### config.mk
export PLATFORM = sky130hd
export DESIGN_NAME = e1_maint_timers
export DESIGN_NICKNAME = d
export VERILOG_FILES = /design/src/rtl/e1_maint_timers.sv
export SDC_FILE = /design/constraint.sdc
export NUM_CORES = 1
export LEC_CHECK = 0
export ABC_AREA = 1
export CAP_MARGIN = 20
export CORE_UTILIZATION = 40
export CTS_BUF_LIST = sky130_fd_sc_hd__clkbuf_16
export CTS_CLUSTER_SIZE = 8
export DETAILED_ROUTE_END_ITERATION = 7
export DONT_BUFFER_PORTS = 1
export PLACE_DENSITY = 0.62
export SETUP_SLACK_MARGIN = 0.4
export SLEW_MARGIN = 20
export SYNTH_ARGS = -nofsm -noshare
export SYNTH_HDL_FRONTEND = slang
export SYNTH_SLANG_ARGS = --single-unit
export TNS_END_PERCENT = 10
### constraint.sdc
create_clock -name clk -period 1.8 [get_ports clk]
set_input_delay 0.36 -clock clk [delete_from_list [all_inputs] [get_ports clk]]
set_output_delay 0.36 -clock clk [all_outputs]
set_load 0.02 [all_outputs]
### src/rtl/e1_maint_timers.sv
module e1_maint_timers #(
  parameter int HALF_SEC_FRAMES = 4000,
  parameter int MARK_FRAMES     = 64,
  parameter int T8_FRAMES       = 64,
  parameter int T400_FRAMES     = 3200,
  parameter int ALIGN_FRAMES    = 16
) (
  input  logic       clk,
  input  logic       rst,
  input  logic       frame_tick,
  input  logic       mf_aligned,
  input  logic       mf_start,
  input  logic       restart_8ms,
  input  logic       restart_400ms,
  output logic [7:0] status
);

  localparam int SEC_FRAMES = 2 * HALF_SEC_FRAMES;
  localparam int SW  = $clog2(SEC_FRAMES);
  localparam int T8W = $clog2(T8_FRAMES);
  localparam int T4W = $clog2(T400_FRAMES);
  localparam int AW  = $clog2(ALIGN_FRAMES);

  localparam logic [SW-1:0]  SEC_LAST   = SW'(SEC_FRAMES - 1);
  localparam logic [SW-1:0]  HALF_LAST  = SW'(HALF_SEC_FRAMES - 1);
  localparam logic [SW-1:0]  MARK_START = SW'(SEC_FRAMES - MARK_FRAMES);
  localparam logic [T8W-1:0] T8_LAST    = T8W'(T8_FRAMES - 1);
  localparam logic [T4W-1:0] T4_LAST    = T4W'(T400_FRAMES - 1);
  localparam logic [AW-1:0]  AL_LAST    = AW'(ALIGN_FRAMES - 1);
  localparam logic [AW-1:0]  AL_MID     = AW'(ALIGN_FRAMES / 2 - 1);

  // Second counter and the free-running bits
  logic [SW-1:0] sec_cnt;
  logic          half_q, one_q;
  logic          at_half, at_end, acc_mark;

  assign at_half  = (sec_cnt == HALF_LAST);
  assign at_end   = (sec_cnt == SEC_LAST);
  assign acc_mark = (sec_cnt >= MARK_START);

  always_ff @(posedge clk) begin
    if (rst) begin
      sec_cnt <= '0;
      half_q  <= 1'b0;
      one_q   <= 1'b0;
    end else if (frame_tick) begin
      sec_cnt <= at_end ? '0 : sec_cnt + 1'b1;
      if (at_half || at_end) half_q <= ~half_q;
      if (at_end)            one_q  <= ~one_q;
    end
  end

  // 8 ms one-shot alignment timer
  logic [T8W-1:0] t8_cnt;
  logic           t8_run, t8_q;

  always_ff @(posedge clk) begin
    if (rst) begin
      t8_cnt <= '0;
      t8_run <= 1'b0;
      t8_q   <= 1'b0;
    end else if (restart_8ms) begin
      t8_cnt <= '0;
      t8_run <= 1'b1;
    end else if (frame_tick && t8_run) begin
      if (t8_cnt == T8_LAST) begin
        t8_run <= 1'b0;
        t8_q   <= ~t8_q;
      end else begin
        t8_cnt <= t8_cnt + 1'b1;
      end
    end
  end

  // 400 ms one-shot alignment timer
  logic [T4W-1:0] t4_cnt;
  logic           t4_run, t4_q;

  always_ff @(posedge clk) begin
    if (rst) begin
      t4_cnt <= '0;
      t4_run <= 1'b0;
      t4_q   <= 1'b0;
    end else if (restart_400ms) begin
      t4_cnt <= '0;
      t4_run <= 1'b1;
    end else if (frame_tick && t4_run) begin
      if (t4_cnt == T4_LAST) begin
        t4_run <= 1'b0;
        t4_q   <= ~t4_q;
      end else begin
        t4_cnt <= t4_cnt + 1'b1;
      end
    end
  end

  // Alignment bit: free 2 ms toggle, or multiframe tracking
  logic [AW-1:0] al_cnt;
  logic          al_q;

  always_ff @(posedge clk) begin
    if (rst) begin
      al_cnt <= '0;
      al_q   <= 1'b0;
    end else if (mf_aligned && mf_start) begin
      al_cnt <= '0;
      al_q   <= 1'b1;
    end else if (frame_tick) begin
      al_cnt <= (al_cnt == AL_LAST) ? '0 : al_cnt + 1'b1;
      if (mf_aligned) begin
        if (al_cnt == AL_MID) al_q <= 1'b0;
      end else if (al_cnt == AL_LAST) begin
        al_q <= ~al_q;
      end
    end
  end

  assign status = {half_q, one_q, acc_mark, acc_mark, t4_q, t8_q, al_q, 1'b0};


  sec_in_phase_chk: assert property (@(posedge clk) disable iff (rst)
    (one_q != $past(one_q)) |-> (half_q != $past(half_q)));


  mark_fall_chk: assert property (@(posedge clk) disable iff (rst)
    $fell(acc_mark) |-> (sec_cnt == '0));


  t8_oneshot_chk: assert property (@(posedge clk) disable iff (rst)
    (t8_q != $past(t8_q)) |-> ($past(t8_run) && !t8_run));


  t4_oneshot_chk: assert property (@(posedge clk) disable iff (rst)
    (t4_q != $past(t4_q)) |-> ($past(t4_run) && !t4_run));


  no_tick_hold_chk: assert property (@(posedge clk) disable iff (rst)
    !frame_tick |=> ($stable(half_q) && $stable(one_q) && $stable(sec_cnt)));


  unaligned_hold_chk: assert property (@(posedge clk) disable iff (rst)
    (!mf_aligned && !frame_tick) |=> $stable(al_q));


  mf_start_set_chk: assert property (@(posedge clk) disable iff (rst)
    (mf_aligned && mf_start) |=> al_q);

endmodule

# --- After elaboration in Yosys (flattened, before gate mapping) ---
# Index checks and enable logic that the tools add are counted.
op_classes:
  addsub: 4
  n_lt_le_gt_ge: 1
  n_eq_ne: 7
  mux: 13
  bitwise: 9
  n_reduce_logical: 22
ops:
  columns: ["cell", "n"]
  rows:
  - ["adder 13 x 1 -> 13 bit (second input constant)", 1]
  - ["equality test 13 x 12 -> 1 bit (second input constant)", 1]
  - ["equality test 13 bit (second input constant)", 1]
  - [">= comparator 13 bit (second input constant)", 1]
  - ["2-to-1 mux 13 bit", 1]
  - ["adder 12 x 1 -> 12 bit (second input constant)", 1]
  - ["equality test 12 bit (second input constant)", 1]
  - ["AND reduction 2 bit", 6]
  - ["2-to-1 mux 1 bit", 11]
  - ["nonzero test 2 bit", 5]
  - ["NOT 1 bit", 9]
  - ["AND reduction 3 bit", 3]
  - ["adder 6 x 1 -> 6 bit (second input constant)", 1]
  - ["equality test 6 bit (second input constant)", 1]
  - ["OR reduction 2 bit", 3]
  - ["adder 4 x 1 -> 4 bit (second input constant)", 1]
  - ["equality test 4 x 3 -> 1 bit (second input constant)", 1]
  - ["equality test 4 bit (second input constant)", 1]
  - ["2-to-1 mux 4 bit", 1]
  - ["logical AND 1 bit", 3]
  - ["inequality test 3 x 1 -> 1 bit (second input constant)", 1]
  - ["nonzero test 3 bit", 1]
  - ["logical OR 1 bit", 1]
totals:
  ff_bits: 42
  in_bits: 7
  output_inout_bits: 8
  elab_cells: 67

# --- Depth between registers and ports, before layout ---
depth:
  word_depth: 5
  mapped_depth: 9
  ltp_nobuf: 9

# --- Worst setup path after synthesis ---
# OpenSTA, ideal clock, no wires.
synth_timing:
  path_type: "flip-flop to flip-flop"
  startpoint: "register sec_cnt[0]"
  endpoint: "register sec_cnt[10]"
  setup_ns: 0.117
  t_arrival_ns: 1.227
  t_required_ns: 1.683
  slack_ns: 0.456
  stages_incl_launch_ff: 9
  n_path_buf: 0
  period_less_slack_ns: 1.344
  cell_sequence: "dfxtp_1 > ha_1 > nand3_1 > inv_2 > nand2_4 > nor2_8 > nand4_1 > nand2_1 > nor2_2"
synth_via:
  elab_chain_cells: 2
  word_cells_on_any_way: 3
  cone_classes: "1 x add/sub; 1 x eq/ne; 1 x mux"
synth_lines:
  columns: ["item", "line", "text"]
  rows:
  - ["start, declared", "33", "logic [SW-1:0] sec_cnt;"]
  - ["start signal, assigned", "47", "sec_cnt <= at_end ? '0 : sec_cnt + 1'b1;"]
  - ["adder 13 x 1 -> 13 bit / equality test 13 bit (equally long branches)", "47, 38", null]
  - ["2-to-1 mux 13 bit (*)", "47", null]
# Mark *: on every way between the ends. The rest lies on a longest branch, timed or not.
# A chain may end at the register's enable or synchronous reset.

# --- Worst setup path in the final report ---
layout_timing:
  startpoint: "register sec_cnt[11]"
  endpoint: "output status[4]"
layout_via:
  elab_chain_cells: 1
layout_lines:
  columns: ["item", "line", "text"]
  rows:
  - [">= comparator 13 bit", "39", "assign acc_mark = (sec_cnt >= MARK_START);"]
  - ["end, declared", "15", "output logic [7:0] status"]
# Every way passes these cells.

==> parameters.txt <==
Parameter                              Value

Worst setup path
  Endpoint of the most critical register-to-register path    sec_cnt[12]$_SDFFE_PP0P_
  R2R Setup Slk    410 ps
  Largest fanout on the critical path    3
  R2R cell count    9
  Critical Path Sink Type    output pin
  Arrival time at the worst endpoint    1090 ps
  Worst setup path endpoint    status[4]
  Crit Reg-Reg Startpoint    sec_cnt[0]$_SDFFE_PP0P_
  Crit Path Class    flop to output pin
  Critical Path Source    sec_cnt[11]$_SDFFE_PP0P_
  Crit path required time    1440 ps
  CP Launch Type    flop

Yosys
  Number of flops mapped to enable cells by yosys    0
  Async S/R FF share, synth    0
  Most numerous cell types in the synthesized netlist    sky130_fd_sc_hd__nand2_1, sky130_fd_sc_hd__dfxtp_1, sky130_fd_sc_hd__nor2_1
  Per-instance average area after synthesis    7.14 um2
  Mapped cell area    2440 um2
  Number of warnings reported in the yosys synthesis log    0
  Seq/Total Area, Yosys    0.345
  Number of synthesized register bits    42
  Cell variety after synth    36
  Most frequent cell after synthesis    sky130_fd_sc_hd__nand2_1
  Top area cells in the synthesized netlist    sky130_fd_sc_hd__dfxtp_1, sky130_fd_sc_hd__nand2_1, sky130_fd_sc_hd__nor2_1, sky130_fd_sc_hd__inv_1, sky130_fd_sc_hd__a21oi_1
  Synth Net Count    353
  Top_reg_cell synth    sky130_fd_sc_hd__dfxtp_1
  Area fraction of the dominant cell type after synthesis    0.345
  Post-synthesis cell type with the largest combined area    sky130_fd_sc_hd__dfxtp_1
  Gate count after technology mapping    341

Power and ir drop
  Cell leakage power    0.00108 uW
  Peak ir drop on the vdd network    438 uV
  Areal power density over the cells    716 nW/um2

Place
  Placed Area    between 2000 and 2500 um2
  Worst setup slack before clock tree synthesis    342 ps
  IO Port Bufs    0
  Detailed placer's ending HPWL    3.39 mm
  Placer Congestion    0.849

Flow run
  Max Cap Viol    0

Timing
  Final hold viol count    0
  Final-layout setup total negative slack    0 ps
  Final Max Tran Viols    0
  Worst Hold Margin    approximately 140 ps
  Final Critical Period    around 1400 ps
  Final worst-path cycle share    0.805
  Final setup violation count    0
  Unrepaired setup endpoints after global routing    yes
  Timing-limited maximum frequency    slightly below 700 MHz
  Clock tree skew after final layout    approximately 5.9 ps
  Final worst slack    ~350 ps

Floorplanning
  Overall die area    6410 um2
  Number of placed I/O pins    15
  Starting density of the core    0.414
  Core region area    5890 um2
  Placement row count    28
  Width of the chip    80.0 um
  Die Ht    80.0 um

Global route
  Initial antenna violation count    0
  Largest net degree at the start of global routing    14
  Via count of the first global-routing pass    ~1,800
  All-layer global routing usage    0.163
  Wire length of the first global-routing pass    8.02 mm
  Global-route congestion overflow total    0

Final layout
  Fraction of layout cells with a size suffix above 1    0.231
  Post-route cell area    between 2000 and 3000 um2
  Antenna Diode Count    0
  Area grow syn2layout    10.3%
  Final Util    0.457
  Layout Nets    approximately 360

Clock network
  Inserted Clock Buffers    5
  Clock root buffer    sky130_fd_sc_hd__clkbuf_16
  Clk sink count    42
  TritonCTS clock tree    done
  Clock-pin slew on the worst setup and hold paths    60 ps
  Clock insertion delay at the later pin of the skew report    290 ps
  Clk buf depth    2
  Number of levels the H-tree was split into    2

Hold path
  Min-Delay Path Class    primary input to flop
  Cell depth of the worst hold path    1

Route
  DRT Wirelength    roughly 4.7 mm
  Number of nets still failing antenna checks after routing    0
  Routed wire per std cell    ~11 um
  Drt first pass iters    4
  Residual DRC count    0
  Vias per cell    4.80
  Count of routing violations after the opening detailed-route iteration    83
  Count of vias placed by the detailed router    approximately 2,000

Outcome
  Run status    complete, no violations
==> routing by layer <==
layer | vias up | track usage | wire, um | share of wire
li1 | 1085 | - | - | -
met1 | 910 | 0.188 | 2260 | 0.49
met2 | 21 | 0.281 | 2170 | 0.47
met3 | 5 | 0.0549 | 163 | 0.035
met4 | 0 | 0.0536 | 65 | 0.014
met5 | - | 0 | 0 | 0
==> stage by stage <==
step	std cells	power, uW
after floorplan	341	1060
after global placement	408	1070
after detailed placement	408	1070
final	421	1930
after CTS	420	1950
after global routing	421	2000
==> repair_timing <==
action / in CTS / in global routing
setup endpoints to repair: 24 / 32
resized for setup: 10 / 7
gates cloned: 0 / 1
hold buffers: 0 / 0
pin swaps: 2 / 2
setup buffers: 4 / 0
==> layout by cell type (no fill, tap or decap), drive strengths merged <==
cell type | netlist | layout
buf | 10 | 6
xor2 | 6 | 6
xnor2 | 1 | 1
ha | 5 | 5
nor3 | 11 | 11
clkbuf | 0 | 5
nand2 | 91 | 91
a21oi | 20 | 20
or2 | 1 | 1
dfxtp | 42 | 42
o21bai | 2 | 2
o21ai | 13 | 13
conb | 1 | 1
nor3b | 1 | 1
nand3b | 1 | 1
clkinv | 1 | 3
nand4 | 10 | 10
inv | 45 | 46
nor2 | 58 | 59
o211ai | 1 | 1
nand3 | 21 | 21
==> power breakdown <==
part | internal (uW) | switching [uW]
logic | 29.6 | 58.2
clock network | 509 | 371
registers | 942 | 15.9
total | 1480 | 445
==> cell type report <==
class | count | area (um2)
fillers | 603 | 3200
clock inverters | 3 | 17.5
repair buffers | 6 | 48.8
multi-input cells | 244 | 1370
clock buffers | 5 | 125
flip-flops and latches | 42 | 857
inverters | 46 | 173
well taps | 75 | 93.8
==> registers in the layout, summed over array words and instances, names as in the netlist, 4 cells and up <==
| register | cells |
|---|---|
| sec_cnt | 13 |
| t4_cnt | 12 |
| t8_cnt | 6 |
| al_cnt | 4 |
==> worst min path at each step <==
| stage | end | slack (ps) | startpoint |
|---|---|---|---|
| after detailed placement | sec_cnt[7]$_SDFFE_PP0P_ | 440 | rst |
| after global placement | sec_cnt[7]$_SDFFE_PP0P_ | 440 | rst |
| after floorplan | sec_cnt[7]$_SDFFE_PP0P_ | 430 | rst |
| after global routing | sec_cnt[7]$_SDFFE_PP0P_ | 130 | rst |
| after CTS | sec_cnt[7]$_SDFFE_PP0P_ | 130 | rst |
| final | sec_cnt[7]$_SDFFE_PP0P_ | 140 | rst |
==> critical path, stage by stage (launching register included) <==
cell and delay [ps]:
sky130_fd_sc_hd__dfxtp_2 350, sky130_fd_sc_hd__nand2_2 80, sky130_fd_sc_hd__nor3_4 210, sky130_fd_sc_hd__buf_6 170
==> cells by family (layout without fill, tap and decap cells) <==
| family | count (synthesis) | in the layout | synth area share |
|---|---|---|---|
| adder cells (fa/ha/maj) | 5 | 5 | 0.0257 |
| flip-flops | 42 | 42 | 0.345 |
| AND/OR/NAND/NOR | 194 | 195 | 0.420 |
| buffers and inverters | 56 | 60 | 0.102 |
| XOR/XNOR | 7 | 7 | 0.0252 |
| other | 1 | 1 | 0.00154 |
| AO/OA/AOI/OAI | 36 | 36 | 0.0801 |
Power figures use the tool's default switching activity.
